**config.mk**
```make
export PLATFORM = sky130hd
export DESIGN_NAME = mdio_master
export DESIGN_NICKNAME = d
export VERILOG_FILES = /design/src/rtl/mdio_pkg.sv /design/src/rtl/mdio_mdc_gen.sv /design/src/rtl/mdio_frame_ctl.sv /design/src/rtl/mdio_master.sv
export SDC_FILE = /design/constraint.sdc
export NUM_CORES = 1
export LEC_CHECK = 0
export BUFFER_PORTS_ARGS = -buffer_cell sky130_fd_sc_hd__buf_2
export CAP_MARGIN = 20
export CORE_UTILIZATION = 53
export DETAILED_ROUTE_END_ITERATION = 12
export HOLD_SLACK_MARGIN = 0.08
export PLACE_DENSITY = 0.76
export SYNTH_ARGS = -nofsm -noshare
export SYNTH_HDL_FRONTEND = slang
export SYNTH_HIERARCHICAL = 1
export SYNTH_SLANG_ARGS = --single-unit
```
**constraint.sdc**
```tcl
create_clock -name clk -period 3.4 [get_ports clk]
set_input_delay 0.68 -clock clk [delete_from_list [all_inputs] [get_ports clk]]
set_output_delay 0.68 -clock clk [all_outputs]
set_load 0.03 [all_outputs]
```
**src/rtl/mdio_pkg.sv**
```systemverilog
package mdio_pkg;

    localparam int PRE_BITS   = 32;
    localparam int CMD_BITS   = 14;
    localparam int TA_BITS    = 2;
    localparam int DATA_BITS  = 16;
    localparam int FRAME_BITS = PRE_BITS + CMD_BITS + TA_BITS + DATA_BITS;
    localparam int TA_FIRST   = PRE_BITS + CMD_BITS;
    localparam int DATA_FIRST = TA_FIRST + TA_BITS;
    localparam int IDX_W      = $clog2(FRAME_BITS);

    localparam logic [1:0] OP_READ = 2'b10;

    typedef enum logic [2:0] {
        ST_IDLE,
        ST_PRE,
        ST_CMD,
        ST_TA,
        ST_DATA
    } mdio_state_e;

    typedef struct packed {
        logic [1:0]           st;
        logic [1:0]           op;
        logic [4:0]           phy;
        logic [4:0]           regad;
        logic [1:0]           ta;
        logic [DATA_BITS-1:0] wdata;
    } mdio_cmd_t;

endpackage

```
**src/rtl/mdio_mdc_gen.sv**
```systemverilog
module mdio_mdc_gen #(
    parameter int DIV_W = 8
) (
    input  logic             clk,
    input  logic             rst_n,
    input  logic             run,
    input  logic [DIV_W-1:0] div,
    output logic             mdc,
    output logic             rise_stb,
    output logic             fall_stb
);

    logic [DIV_W-1:0] cnt_q;
    logic             mdc_q;
    logic             edge_hit;

    always_comb begin
        edge_hit = run && (cnt_q == div - DIV_W'(1));
        rise_stb = edge_hit && !mdc_q;
        fall_stb = edge_hit && mdc_q;
        mdc      = mdc_q;
    end

    always_ff @(posedge clk or negedge rst_n) begin
        if (!rst_n) begin
            cnt_q <= '0;
            mdc_q <= 1'b0;
        end else if (!run) begin
            cnt_q <= '0;
            mdc_q <= 1'b0;
        end else if (edge_hit) begin
            cnt_q <= '0;
            mdc_q <= !mdc_q;
        end else begin
            cnt_q <= cnt_q + DIV_W'(1);
        end
    end

    // a strobe can only be raised while running with a nonzero divider
    a_r1_strobe_needs_div: assert property (@(posedge clk) disable iff (!rst_n)
        (rise_stb || fall_stb) |-> (run && div != '0));

    // MDC holds its level between strobes
    a_r1_mdc_steady: assert property (@(posedge clk) disable iff (!rst_n)
        (run && !rise_stb && !fall_stb) |=> $stable(mdc_q) || !run);

endmodule

```
**src/rtl/mdio_frame_ctl.sv**
```systemverilog
module mdio_frame_ctl
    import mdio_pkg::*;
(
    input  logic                 clk,
    input  logic                 rst_n,
    input  logic                 accept,
    input  logic                 pre_off,
    input  mdio_cmd_t            cmd,
    input  logic                 rise_stb,
    input  logic                 fall_stb,
    input  logic                 mdio_i,
    output logic                 busy,
    output logic                 mdio_o,
    output logic                 mdio_oe,
    output logic                 done,
    output logic [DATA_BITS-1:0] rdata,
    output logic                 ta_err
);

    localparam logic [IDX_W-1:0] IDX_PRE_LAST  = IDX_W'(PRE_BITS - 1);
    localparam logic [IDX_W-1:0] IDX_CMD_LAST  = IDX_W'(TA_FIRST - 1);
    localparam logic [IDX_W-1:0] IDX_TA_LAST   = IDX_W'(DATA_FIRST - 1);
    localparam logic [IDX_W-1:0] IDX_DATA_LAST = IDX_W'(FRAME_BITS - 1);
    localparam logic [IDX_W-1:0] IDX_NO_PRE    = IDX_W'(PRE_BITS);

    mdio_state_e              state_q, state_d;
    logic [IDX_W-1:0]         idx_q;
    logic [FRAME_BITS-1:0]    frame_q;
    logic                     is_read_q;
    logic [DATA_BITS-1:0]     rdata_q;
    logic                     err_q;
    logic                     done_q;
    logic                     frame_end;

    assign frame_end = (state_q == ST_DATA) && fall_stb && (idx_q == IDX_DATA_LAST);

    // state register
    always_ff @(posedge clk or negedge rst_n) begin
        if (!rst_n) state_q <= ST_IDLE;
        else        state_q <= state_d;
    end

    // transitions
    always_comb begin
        state_d = state_q;
        unique case (state_q)
            ST_IDLE: if (accept)                              state_d = pre_off ? ST_CMD : ST_PRE;
            ST_PRE:  if (fall_stb && idx_q == IDX_PRE_LAST)   state_d = ST_CMD;
            ST_CMD:  if (fall_stb && idx_q == IDX_CMD_LAST)   state_d = ST_TA;
            ST_TA:   if (fall_stb && idx_q == IDX_TA_LAST)    state_d = ST_DATA;
            ST_DATA: if (frame_end)                           state_d = ST_IDLE;
            default:                                          state_d = ST_IDLE;
        endcase
    end

    // datapath registers
    always_ff @(posedge clk or negedge rst_n) begin
        if (!rst_n) begin
            idx_q     <= '0;
            frame_q   <= '0;
            is_read_q <= 1'b0;
            rdata_q   <= '0;
            err_q     <= 1'b0;
            done_q    <= 1'b0;
        end else begin
            done_q <= frame_end;
            if (state_q == ST_IDLE) begin
                if (accept) begin
                    frame_q   <= {{PRE_BITS{1'b1}}, cmd};
                    idx_q     <= pre_off ? IDX_NO_PRE : '0;
                    is_read_q <= (cmd.op == OP_READ);
                    rdata_q   <= '0;
                    err_q     <= 1'b0;
                end
            end else begin
                if (fall_stb) idx_q <= idx_q + IDX_W'(1);
                if (rise_stb && is_read_q) begin
                    if (state_q == ST_TA && idx_q == IDX_TA_LAST) err_q <= mdio_i;
                    if (state_q == ST_DATA) rdata_q <= {rdata_q[DATA_BITS-2:0], mdio_i};
                end
            end
        end
    end

    // outputs
    always_comb begin
        busy    = (state_q != ST_IDLE);
        mdio_o  = busy ? frame_q[IDX_DATA_LAST - idx_q] : 1'b0;
        mdio_oe = 1'b0;
        unique case (state_q)
            ST_IDLE:        mdio_oe = 1'b0;
            ST_PRE, ST_CMD: mdio_oe = 1'b1;
            ST_TA, ST_DATA: mdio_oe = !is_read_q;
            default:        mdio_oe = 1'b0;
        endcase
        done   = done_q;
        rdata  = rdata_q;
        ta_err = err_q;
    end

    // the latched frame does not change while a frame runs
    a_r8_frame_held: assert property (@(posedge clk) disable iff (!rst_n)
        (busy && $past(busy)) |-> $stable(frame_q));

    // completion is a single-cycle pulse
    a_r10_done_single: assert property (@(posedge clk) disable iff (!rst_n)
        done |=> !done);

    // busy has dropped when done is seen
    a_r10_done_idle: assert property (@(posedge clk) disable iff (!rst_n)
        done |-> !busy);

    // once a frame releases the line it stays released until idle
    a_r5_release_kept: assert property (@(posedge clk) disable iff (!rst_n)
        (busy && $past(busy) && !$past(mdio_oe)) |-> !mdio_oe);

endmodule

```
**src/rtl/mdio_master.sv**
```systemverilog
module mdio_master
    import mdio_pkg::*;
#(
    parameter int DIV_W = 8
) (
    input  logic                 clk,
    input  logic                 rst_n,
    input  logic [DIV_W-1:0]     div_val,
    input  logic                 pre_off,
    input  logic                 cmd_start,
    input  logic [1:0]           cmd_st,
    input  logic [1:0]           cmd_op,
    input  logic [4:0]           cmd_phy,
    input  logic [4:0]           cmd_reg,
    input  logic [1:0]           cmd_ta,
    input  logic [DATA_BITS-1:0] cmd_wdata,
    input  logic                 mdio_i,
    output logic                 mdc,
    output logic                 mdio_o,
    output logic                 mdio_oe,
    output logic                 busy,
    output logic                 done,
    output logic [DATA_BITS-1:0] rdata,
    output logic                 ta_err
);

    logic [DIV_W-1:0] div_q;
    logic             accept;
    logic             rise_stb;
    logic             fall_stb;
    mdio_cmd_t        cmd;

    assign accept = cmd_start && !busy && (div_val != '0);

    always_comb begin
        cmd.st    = cmd_st;
        cmd.op    = cmd_op;
        cmd.phy   = cmd_phy;
        cmd.regad = cmd_reg;
        cmd.ta    = cmd_ta;
        cmd.wdata = cmd_wdata;
    end

    always_ff @(posedge clk or negedge rst_n) begin
        if (!rst_n)      div_q <= DIV_W'(1);
        else if (accept) div_q <= div_val;
    end

    mdio_mdc_gen #(.DIV_W(DIV_W)) u_clk (
        .clk      (clk),
        .rst_n    (rst_n),
        .run      (busy),
        .div      (div_q),
        .mdc      (mdc),
        .rise_stb (rise_stb),
        .fall_stb (fall_stb)
    );

    mdio_frame_ctl u_ctl (
        .clk      (clk),
        .rst_n    (rst_n),
        .accept   (accept),
        .pre_off  (pre_off),
        .cmd      (cmd),
        .rise_stb (rise_stb),
        .fall_stb (fall_stb),
        .mdio_i   (mdio_i),
        .busy     (busy),
        .mdio_o   (mdio_o),
        .mdio_oe  (mdio_oe),
        .done     (done),
        .rdata    (rdata),
        .ta_err   (ta_err)
    );

    // idle line is released and MDC parked low
    a_r7_idle_quiet: assert property (@(posedge clk) disable iff (!rst_n)
        !busy |-> (!mdio_oe && !mdc));

    // a zero divider never starts a frame
    a_r9_zero_div: assert property (@(posedge clk) disable iff (!rst_n)
        (cmd_start && !busy && div_val == '0) |=> !busy);

    // a start during a frame does not restart it
    a_r8_no_restart: assert property (@(posedge clk) disable iff (!rst_n)
        (busy && cmd_start && !done) |=> $stable(div_q));

endmodule

```
==> results of run 1 <==
[sequential cells by signal, indices dropped and copies added, names as in the netlist]
register,cells
div_q,8
u_clk/cnt_q,8
u_clk/mdc,1
u_ctl/done,1
u_ctl/frame_q,33
u_ctl/idx_q,6
u_ctl/is_read_q,1
u_ctl/rdata,16
u_ctl/state_q,3
u_ctl/ta_err,1
[layer usage]
layer  wire, um  share of wire (%)  GRT usage [%]
met5          0                  0              0
met4         76                1.0           7.00
met3        277                3.7           6.03
met2       3740                 50           34.7
met1       3410                 45           28.2
[worst register-to-register path, cell delays in order, from the launching register on]
cell and delay (ns):
dfstp_2 0.61, inv_1 0.06, ha_1 0.28, nand2b_1 0.20, a31oi_1 0.18, o2111ai_1 0.21, nor4b_1 0.47, and3_1 0.22
o21ai_1 0.16, buf_4 0.23, a22o_1 0.24
[cell families after synthesis]
| family | after synthesis | synth area share [%] |
|---|---|---|
| DFF | 78 | 50.3 |
| buffers and inverters | 24 | 2.90 |
| adders and majority gates | 4 | 1.29 |
| and+or+nand+nor | 80 | 11.7 |
| muxes | 47 | 16.1 |
| xor gates and xnor gates | 16 | 3.61 |
| AOI/OAI and AO/OA | 70 | 14.2 |
[stage by stage]
stage	setup slack, ns	hold slack [ns]	cells	power, uW
2_1_floorplan	0.321	0.384	319	2180
3_3_place_gp	0.306	0.454	468	2390
3_5_place_dp	0.215	0.463	468	2430
4_1_cts	0.208	0.486	484	3160
5_1_grt	0.136	0.501	485	3320
6_report	0.246	0.476	485	3130
[cell usage after synthesis, types with 5 or more instances]
library cell  number
mux2_2            36
dfrtp_1           77
nand3_1            8
o41ai_1            8
inv_1              8
xor2_1             6
nand2_1           16
o21ai_0           12
and3_1             5
buf_2             12
a22o_1            23
nor2_1            15
nor2b_1            5
nand2b_1           6
nor3_1             6
mux4_1             6
xnor2_1           10
[final cells by class]
cell class / count / area share, %
clock buffer: 11 / 3.35
clock inverter: 5 / 1.25
inverter: 8 / 0.665
multi-input combinational: 217 / 40.5
sequential: 78 / 43.3
tap: 96 / 2.66
timing repair buffer: 70 / 8.31
[cells in the final DEF, fill, tap and decap left out, types with 3 or more instances in the layout]
| cell type | instances |
|---|---|
| a21oi_1 | 3 |
| a22o_1 | 23 |
| and3_1 | 5 |
| buf_2 | 65 |
| buf_4 | 4 |
| clkbuf_8 | 11 |
| dfrtp_1 | 77 |
| ha_1 | 4 |
| inv_1 | 8 |
| mux2_2 | 36 |
| mux2i_1 | 4 |
| mux4_1 | 6 |
| nand2_1 | 16 |
| nand2b_1 | 6 |
| nand3_1 | 8 |
| nor2_1 | 15 |
| nor2b_1 | 5 |
| nor3_1 | 6 |
| o21ai_0 | 12 |
| o22ai_1 | 4 |
| o31a_1 | 3 |
| o31ai_1 | 4 |
| o41ai_1 | 8 |
| xnor2_1 | 10 |
| xor2_1 | 6 |
[worst max path at each step]
stage | startpoint | end | cells after the start
finish | u_ctl/idx_q[0] | mdio_o | 5
global route | u_ctl/idx_q[0] | mdio_o | 5
CTS | div_q[0] | u_ctl/rdata[0] | 10
detailed placement | div_q[0] | u_ctl/rdata[0] | 10
global placement | div_q[0] | u_ctl/rdata[0] | 10
floorplan | u_ctl/state_q[0] | u_ctl/frame_q[24] | 10
[power by group through the flow]
stage | registers (uW) | clock network, uW | logic [uW]
floorplan | 1340 | 0 | 836
detailed placement | 1460 | 0 | 967
global route | 1480 | 767 | 1080
global placement | 1450 | 0 | 943
CTS | 1440 | 732 | 980
finish | 1440 | 711 | 972
==> impl_summary.txt, run 1 <==
----------------------------------------------------
[Worst setup path]
  Crit-path leading delay family ... flip-flops
  Startpoint type of the worst setup path ... flop
  Buffer and inverter count on the worst path ... 1
  Cell type of the slowest stage on the worst timing path ... dfrtp_1
  Delay contributed by the slowest stage of the critical path ... about 0.74 ns
  Start-to-end type of the worst setup path ... flop to output port
  Maximum fanout encountered on the critical timing path ... 14
  Startpoint of the worst-slack reg-to-reg timing path ... div_q[0]
  Reg2reg end ... u_ctl/rdata[2]
  Cells along the critical path ... mux4_2 > o22ai_1 > o22ai_1 > o31a_1 > buf_2
  Setup crit end kind ... output port
  Worst R2R Setup Slack ... around 0.43 ns
  Worst EP required ... approximately 2.7 ns
  Arrival @ worst endpoint ... 2.47 ns
  Cell type with the highest occurrence count on the critical path ... o22ai_1
  R2R cell count ... 10

[Detailed routing]
  Vias ... 2,769
  Antenna viol nets, final ... 0
  Routed wire length ... about 7.5 mm
  Residual DRC ... 0
  DR WL/cell ... ~15 um
  Violation count after the first detailed-route iteration ... 83
  First-pass detailed-route iteration total ... 4
  Via density ... 5.71

[Flow run]
  Max_cap viols ... 0

[Logic synthesis]
  Share of synthesized area occupied by flip-flops and latches ... between 50% and 60%
  Number of synthesized register bits ... 78
  Top cell type by total area after synthesis ... dfrtp_1
  Leading post-synthesis cells by cell area ... dfrtp_1 50%, mux2_2 10%, a22o_1 5.2%
  Mean instance size in the synthesized netlist ... 12.2 sq um
  Yosys warning total ... 6
  Post-synthesis instance area ... 0.00389 sq mm
  Area share of the largest cell type after synthesis ... 49.6%
  Post-synth EDFFs ... 0
  Synth Flop Type ... dfrtp_1
  Post-synthesis async set-or-reset flop share ... 100%
  Synth unique cells ... 53
  Number of instances in the synthesized netlist ... approximately 320
  Synth Net Count ... approximately 370

[Placement]
  Standard cell area after detailed placement ... 0.00430 sq mm
  IO Port Bufs ... 66
  Final weighted congestion in routability-driven placement ... about 0.8
  Placed wire-length estimate after detailed placement ... 5.24 mm

[Finish]
  Final instance area ... ~0.0045 sq mm
  Number of fillers in the final layout ... 567
  Combined area of the multi-input logic cells ... 0.00183 sq mm
  Area growth syn-to-layout ... 16.2%
  Number of nets in the finished design ... approximately 430
  Register area ... around 0.0020 sq mm
  Ratio of cells with drive above 1 in the final layout ... 35.0%
  Number of diodes ... 0
  Post-layout utilization of the core ... 65.0%

[Power]
  Net load switching power ... 1080 uW
  Maximum vdd drop ... between 0.4 and 0.5 mV
  Combinational Power Share ... 31.1%
  Leakage Power ... ~0.0021 uW
  Sw Ratio ... 34.5%
  Internal portion of total power ... 2050 uW
  Share of total power in the clock network ... between 20% and 30%
  Proportion of power drawn by flip-flops and latches ... a little under half
  Power density normalized to cell area ... roughly 700 mW/mm^2

[Timing]
  Count of endpoints failing hold in the final timing report ... 0
  Final Cycle Share ... 92.8%
  Worst Tran Pin Value ... between 0.9 and 1 ns
  Number of pins with negative max-slew slack in the final report ... 0
  Final total negative setup slack ... 0 ns
  RSZ-0062 raised after global routing ... false
  Max Freq ... roughly 0.32 GHz
  Clock tree skew after final layout ... about 0.0074 ns
  Slew Limit Headroom ... between 30% and 40%
  Final critical delay including setup and external delays ... between 3 and 4 ns
  Setup-violating endpoint count in the final report ... 0

[Global route]
  Maximum number of pins on one net before global-route repair ... 79
  Total Routing Usage GR ... 21.5%
  Antenna violations before repair ... 0
  Congestion Overflow GR ... 0
  Global-route wire length before repair ... between 10 and 15 mm
  Vias in the first global route ... approximately 2,600

[Die]
  Std-Cell Core Area ... between 0.006 and 0.007 sq mm
  DIE AREA ... 0.00768 sq mm
  I/O pin count ... between 60 and 70
  Die Span Y ... between 80 and 90 um
  Total number of placement rows ... 30
  Die boundary width ... 87.6 um
  Starting density of the core ... 56.0%

[Clock network]
  Clock sink count ... approximately 80
  Worst-path clk slew ... approximately 0.080 ns
  Clock latency of the later-clocked register in the worst-skew pair ... about 0.34 ns
  Hold_buf cts ... 0
  Resized cells post-CTS ... 0
  Number of buffers inserted during clock tree synthesis ... 9
  TritonCTS clock tree ... done
  H-tree lvl count ... 3
  Clock tree root driver cell ... clkbuf_8
  # Post-CTS Setup Buffers ... 0
  Clock Path Buffers ... 2

[Run status]
  Status ... completed

[Min path]
  Class of the most critical hold timing path ... input pin to async pin

----------------------------------------------------
(Power assumes the default switching activity.)
==> run 2: changes to the inputs <==
- BUFFER_PORTS_ARGS: -buffer_cell sky130_fd_sc_hd__buf_2 -> -buffer_cell sky130_fd_sc_hd__buf_4
==> impl_summary.txt, run 2 (synthesis results as in run 1) <==
----------------------------------------------------
[Worst setup path]
  Startpoint of the worst-slack reg-to-reg timing path ... div_q[0]
  Crit-path leading delay family ... flip-flops
  Arrival @ worst endpoint ... 2.51 ns (+0.04 ns)
  Reg2reg end ... u_ctl/rdata[5]
  Delay contributed by the slowest stage of the critical path ... 0.78 ns (+0.04 ns)
  Maximum fanout encountered on the critical timing path ... 14 (unchanged)
  Cell type with the highest occurrence count on the critical path ... o22ai_1
  Depth of the critical timing path with buffers and inverters included ... 5 (unchanged)
  Startpoint type of the worst setup path ... flop
  R2R cell count ... 10 (unchanged)
  Cell type of the slowest stage on the worst timing path ... dfrtp_1
  Cells along the critical path ... mux4_2 > o22ai_1 > o22ai_1 > o31a_1 > buf_4
  Worst EP required ... 2.72 ns (about the same)
  Critical path launch point ... u_ctl/idx_q[0]
  Capture point of the worst path ... mdio_o
  Setup crit end kind ... output port
  Worst R2R Setup Slack ... 0.49 ns (+0.06 ns)
  Buffer and inverter count on the worst path ... 1 (unchanged)
  Start-to-end type of the worst setup path ... flop to output port

[Timing]
  Final critical delay including setup and external delays ... 3.19 ns (+0.0313 ns)
  Clock tree skew after final layout ... 0.00847 ns (+0.00109 ns)
  Worst Tran Pin Value ... 0.970 ns (-0.00310 ns)
  Max Freq ... 0.314 GHz (-0.98%)
  Final total negative setup slack ... 0 ns (unchanged)
  RSZ-0062 raised after global routing ... false
  Final Cycle Share ... 93.7% (+0.92 points)
  Count of endpoints failing hold in the final timing report ... 0 (unchanged)
  Number of pins with negative max-slew slack in the final report ... 0 (unchanged)
  Slew Limit Headroom ... 35.3% (+0.21 points)
  Setup-violating endpoint count in the final report ... 0 (unchanged)

[Die]
  Die boundary width ... 87.6 um (unchanged)
  I/O pin count ... 67 (unchanged)
  Die Span Y ... 87.6 um (unchanged)
  Std-Cell Core Area ... 0.00694 sq mm (unchanged)
  Total number of placement rows ... 30 (unchanged)
  DIE AREA ... 0.00768 sq mm (unchanged)
  Starting density of the core ... 56.0% (unchanged)

[Placement]
  IO Port Bufs ... 66 (unchanged)
  Placed wire-length estimate after detailed placement ... 5.31 mm (+1.3%)
  Final weighted congestion in routability-driven placement ... 0.855 (+5.4%)

[Global route]
  Vias in the first global route ... 2,776 (+5.0%)
  Total Routing Usage GR ... 22.2% (+0.76 points)
  Congestion Overflow GR ... 0 (unchanged)
  Antenna violations before repair ... 0 (unchanged)
  Maximum number of pins on one net before global-route repair ... 79 (unchanged)
  Global-route wire length before repair ... 13.0 mm (+5.6%)

[Detailed routing]
  Vias ... 2,789 (+0.72%)
  DR WL/cell ... 15.8 um (+2.3%)
  Violation count after the first detailed-route iteration ... 167 (+100%)
  First-pass detailed-route iteration total ... 4 (unchanged)
  Residual DRC ... 0 (unchanged)
  Via density ... 5.75 (+0.72%)
  Routed wire length ... 7.68 mm (+2.3%)
  Antenna viol nets, final ... 0 (unchanged)

[Power]
  Leakage Power ... 0.00217 uW (+1.2%)
  Power, Total ... 3100 uW (-0.72%)
  Power density normalized to cell area ... 666 mW/mm^2 (-3.9%)
  Maximum vdd drop ... 0.301 mV (-29%)

[Finish]
  Register containing the most flip-flops in the final layout ... u_ctl/frame_q
  Number of diodes ... 0 (unchanged)
  Area growth syn-to-layout ... 20.0%
  Max FFs per register ... 33 (unchanged)
  Number of fillers in the final layout ... 553 (-2.5%)
  Commonest non-fill, non-tap cell in the layout ... dfrtp_1
  Highest-count cells in the layout ignoring fill and taps ... 77 x dfrtp_1, 69 x buf_4, 36 x mux2_2, 23 x a22o_1, 16 x nand2_1
  Number of nets in the finished design ... 433 (unchanged)
  Ratio of cells with drive above 1 in the final layout ... 35.0% (unchanged)

[Clock network]
  Clock tree root driver cell ... clkbuf_8
  Resized cells post-CTS ... 0 (unchanged)
  Worst-path clk slew ... 0.09 ns (about the same)
  # Post-CTS Setup Buffers ... 0 (unchanged)
  H-tree lvl count ... 3 (unchanged)
  Clock latency of the later-clocked register in the worst-skew pair ... 0.35 ns (about the same)
  Hold_buf cts ... 0 (unchanged)
  Clock sink count ... 78 (unchanged)
  Number of buffers inserted during clock tree synthesis ... 9 (unchanged)
  TritonCTS clock tree ... done
  Clock Path Buffers ... 2 (unchanged)

[Flow run]
  Max_cap viols ... 0 (unchanged)

[Run status]
  Status ... completed

[Min path]
  Class of the most critical hold timing path ... input pin to async pin

----------------------------------------------------
==> run 2: changes by cell type in the layout (fill, tap and decap cells not counted) <==
cell	previous run	this run
bufinv_16	1	0
inv_6	1	2
buf_2	65	0
buf_4	4	69
clkinv_4	0	1
clkinv_2	2	0
clkinvlp_4	1	2
==> run 2: metal layers <==
layer	up-vias	GRT usage (%)	wire length, um
met4	0	5.66	61
met3	7	7.07	346
li1	1331	-	-
met2	65	37.4	3890
met5	-	0	0
met1	1386	28.0	3370
==> run 2: area by class of cell <==
| type | instances | area [sq um] | share of cell area [%] |
|---|---|---|---|
| Clock inverter | 5 | 41.3 | 0.885 |
| Tap cell | 96 | 120 | 2.58 |
| Sequential cell | 78 | 1950 | 41.9 |
| Clock buffer | 11 | 151 | 3.25 |
| Multi-Input combinational cell | 217 | 1830 | 39.2 |
| Timing Repair Buffer | 70 | 538 | 11.5 |
| Inverter | 8 | 30.0 | 0.644 |
==> run 2: how the worst min path moves through the flow <==
stage	cells after the start	startpoint	end	slack [ns]
after floorplan	0	rst_n	div_q[1]	0.38
after global placement	1	u_ctl/frame_q[32]	u_ctl/frame_q[32]	0.46
after detailed placement	1	u_ctl/frame_q[32]	u_ctl/frame_q[32]	0.47
after CTS	1	u_ctl/frame_q[32]	u_ctl/frame_q[32]	0.49
after global routing	1	u_ctl/frame_q[32]	u_ctl/frame_q[32]	0.51
final	1	rst_n	u_ctl/frame_q[13]	0.47
==> run 2: report_power, final <==
| group | switching (uW) | total, uW | internal (uW) |
|---|---|---|---|
| sequential | 295 | 1440 | 1150 |
| combinational | 452 | 996 | 544 |
| clock | 351 | 663 | 311 |
==> run 2: stage by stage <==
| step | hold slack (ns) | instances | util, % | worst slack [ns] | instance area (sq um) |
|---|---|---|---|---|---|
| after floorplan | 0.384 | 319 | - | 0.321 | 3890 |
| after global placement | 0.455 | 468 | 64.3 | 0.280 | 4460 |
| after detailed placement | 0.468 | 468 | 64.3 | 0.175 | 4460 |
| after CTS | 0.492 | 484 | 67.0 | 0.167 | 4660 |
| after global routing | 0.510 | 485 | 67.2 | 0.117 | 4660 |
| final | 0.465 | 485 | 67.2 | 0.215 | 4660 |
==> run 2: worst reg2reg max path: cells and delay by family (launching register included) <==
| family | cells | cell delay, ns |
|---|---|---|
| simple gates | 3 | 0.81 |
| buf+inv | 2 | 0.31 |
| compound gates | 4 | 0.81 |
| flops | 1 | 0.60 |
| fa+ha+maj | 1 | 0.27 |
==> run 3: changes to the inputs <==
- CORE_ASPECT_RATIO: not set -> 1.2
==> impl_summary.txt, run 3 (synthesis results as in run 1) <==
----------------------------------------------------
[Run status]
  Status ... completed

[Power]
  Maximum vdd drop ... 0.516 mV (+71%)
  Leakage Power ... 0.00219 uW (+0.66%)
  Power density normalized to cell area ... 675 mW/mm^2 (+1.4%)

[Timing]
  Slew Limit Headroom ... 51.6% (+16 points)
  Final Cycle Share ... 91.5% (-2.2 points)
  RSZ-0062 raised after global routing ... false
  Setup-violating endpoint count in the final report ... 0 (unchanged)
  Final total negative setup slack ... 0 ns (unchanged)
  Final critical delay including setup and external delays ... 3.11 ns (-0.0734 ns)
  Count of endpoints failing hold in the final timing report ... 0 (unchanged)
  Clock tree skew after final layout ... 0.0132 ns (+0.00477 ns)
  Max Freq ... 0.321 GHz (+2.4%)
  Worst Tran Pin Value ... 0.719 ns (-0.251 ns)
  Number of pins with negative max-slew slack in the final report ... 0 (unchanged)

[Clock network]
  TritonCTS clock tree ... done
  Hold_buf cts ... 0 (unchanged)
  H-tree lvl count ... 3 (unchanged)
  Number of buffers inserted during clock tree synthesis ... 9 (unchanged)
  Resized cells post-CTS ... 0 (unchanged)
  Clock Path Buffers ... 2 (unchanged)
  Clock latency of the later-clocked register in the worst-skew pair ... 0.36 ns (about the same)
  Worst-path clk slew ... 0.09 ns (about the same)
  Clock tree root driver cell ... clkbuf_8
  Clock sink count ... 78 (unchanged)
  # Post-CTS Setup Buffers ... 0 (unchanged)

[Die]
  DIE AREA ... 0.00768 sq mm (about the same)
  Die Span Y ... 95.8 um (+9.3%)
  Total number of placement rows ... 33 (+10%)
  I/O pin count ... 67 (unchanged)
  Die boundary width ... 80.2 um (-8.5%)
  Starting density of the core ... 55.7% (-0.27 points)
  Std-Cell Core Area ... 0.00698 sq mm (+0.49%)

[Global route]
  Vias in the first global route ... 2,800 (+0.86%)
  Busiest grt layer ... met2
  Met1 global-route usage ... 27.4% (-0.59 points)
  Maximum number of pins on one net before global-route repair ... 79 (unchanged)
  Congestion Overflow GR ... 0 (unchanged)
  Met3 layer usage reported by global route ... 5.02% (-2.0 points)
  Met2 layer usage reported by global route ... 38.1% (+0.75 points)
  Antenna violations before repair ... 0 (unchanged)
  Total Routing Usage GR ... 22.6% (+0.35 points)
  Global-route wire length before repair ... 13.1 mm (+0.37%)

[Finish]
  Commonest non-fill, non-tap cell in the layout ... dfrtp_1
  Highest-count cells in the layout ignoring fill and taps ... 77 x dfrtp_1, 70 x buf_4, 36 x mux2_2, 23 x a22o_1, 16 x nand2_1
  Ratio of cells with drive above 1 in the final layout ... 35.0% (+0.077 points)
  Number of nets in the finished design ... 435 (+0.46%)
  Register containing the most flip-flops in the final layout ... u_ctl/frame_q
  Number of diodes ... 0 (unchanged)
  Final cell count without fillers ... 478 (-1.4%)
  Max FFs per register ... 33 (unchanged)
  Final instance area ... 0.00469 sq mm (+0.62%)
  Area growth syn-to-layout ... 20.7%

[Worst setup path]
  Start-to-end type of the worst setup path ... flop to output port
  Cells along the critical path ... mux4_1 > mux2i_1 > o32ai_1 > o31a_1 > buf_4
  Worst EP required ... 2.72 ns (about the same)
  Startpoint type of the worst setup path ... flop
  Arrival @ worst endpoint ... 2.43 ns (-0.08 ns)
  Setup crit end kind ... output port
  Cell type of the slowest stage on the worst timing path ... dfrtp_1
  Buffer and inverter count on the worst path ... 1 (unchanged)
  Worst R2R Setup Slack ... 0.47 ns (-0.02 ns)
  Maximum fanout encountered on the critical timing path ... 14 (unchanged)
  Startpoint of the worst-slack reg-to-reg timing path ... div_q[0]
  Crit-path leading delay family ... multiplexers
  R2R cell count ... 11 (+1)
  Reg2reg end ... u_ctl/idx_q[5]
  Delay contributed by the slowest stage of the critical path ... 0.75 ns (-0.03 ns)

[Placement]
  Final weighted congestion in routability-driven placement ... 0.872 (+1.9%)
  IO Port Bufs ... 66 (unchanged)
  Standard cell area after detailed placement ... 0.00446 sq mm (about the same)
  Placed Cells ... 460 (-1.7%)
  Placed wire-length estimate after detailed placement ... 5.37 mm (+1.1%)

[Detailed routing]
  Vias ... 2,762 (-0.97%)
  Antenna viol nets, final ... 0 (unchanged)
  DR WL/cell ... 16.3 um (+2.9%)
  Routed wire length ... 7.78 mm (+1.4%)
  Via density ... 5.78 (+0.48%)
  Violation count after the first detailed-route iteration ... 98 (-41%)
  First-pass detailed-route iteration total ... 4 (unchanged)
  Residual DRC ... 0 (unchanged)

[Flow run]
  Max_cap viols ... 0 (unchanged)

[Min path]
  Class of the most critical hold timing path ... input pin to async pin

----------------------------------------------------
[run 3: cell type report]
| class | instances | area (sq um) |
|---|---|---|
| Sequential cell | 78 | 1950 |
| Tap cell | 87 | 109 |
| Inverter | 8 | 30.0 |
| Fill cell | 547 | 2290 |
| Clock inverter | 6 | 70.1 |
| Timing Repair Buffer | 72 | 573 |
| Multi-Input combinational cell | 217 | 1830 |
| Clock buffer | 10 | 128 |
[run 3: routing by layer]
metal / part of all wire [%] / wire length [um]
met5: 0 / 0
met4: 2.2 / 172
met3: 3.7 / 286
met2: 50 / 3920
met1: 44 / 3400
[run 3: worst max-delay path by stage]
| stage | startpoint | end | slack (ns) | cells past startpoint |
|---|---|---|---|---|
| after floorplan | u_ctl/state_q[0] | u_ctl/frame_q[24] | 0.32 | 10 |
| after global placement | div_q[0] | u_ctl/rdata[0] | 0.33 | 10 |
| after detailed placement | div_q[0] | u_ctl/rdata[0] | 0.16 | 10 |
| after CTS | div_q[0] | u_ctl/rdata[0] | 0.19 | 10 |
| after global routing | div_q[0] | u_ctl/idx_q[5] | 0.16 | 11 |
| final | u_ctl/idx_q[0] | mdio_o | 0.29 | 5 |
[run 3: power breakdown]
part | leakage (uW) | internal [uW] | switching (uW)
Clock | 0.0000895 | 344 | 363
Combinational | 0.00111 | 554 | 484
Sequential | 0.000991 | 1150 | 273
Total | 0.00219 | 2050 | 1120
[run 3: through the flow]
stage / setup slack (ns) / hold WS, ns / util (%) / total power (uW)
2_1_floorplan: 0.321 / 0.384 / - / 2180
3_3_place_gp: 0.330 / 0.454 / 63.9 / 2430
3_5_place_dp: 0.159 / 0.469 / 63.9 / 2470
4_1_cts: 0.192 / 0.488 / 66.7 / 3190
5_1_grt: 0.156 / 0.110 / 67.2 / 3370
6_report: 0.288 / 0.113 / 67.2 / 3170
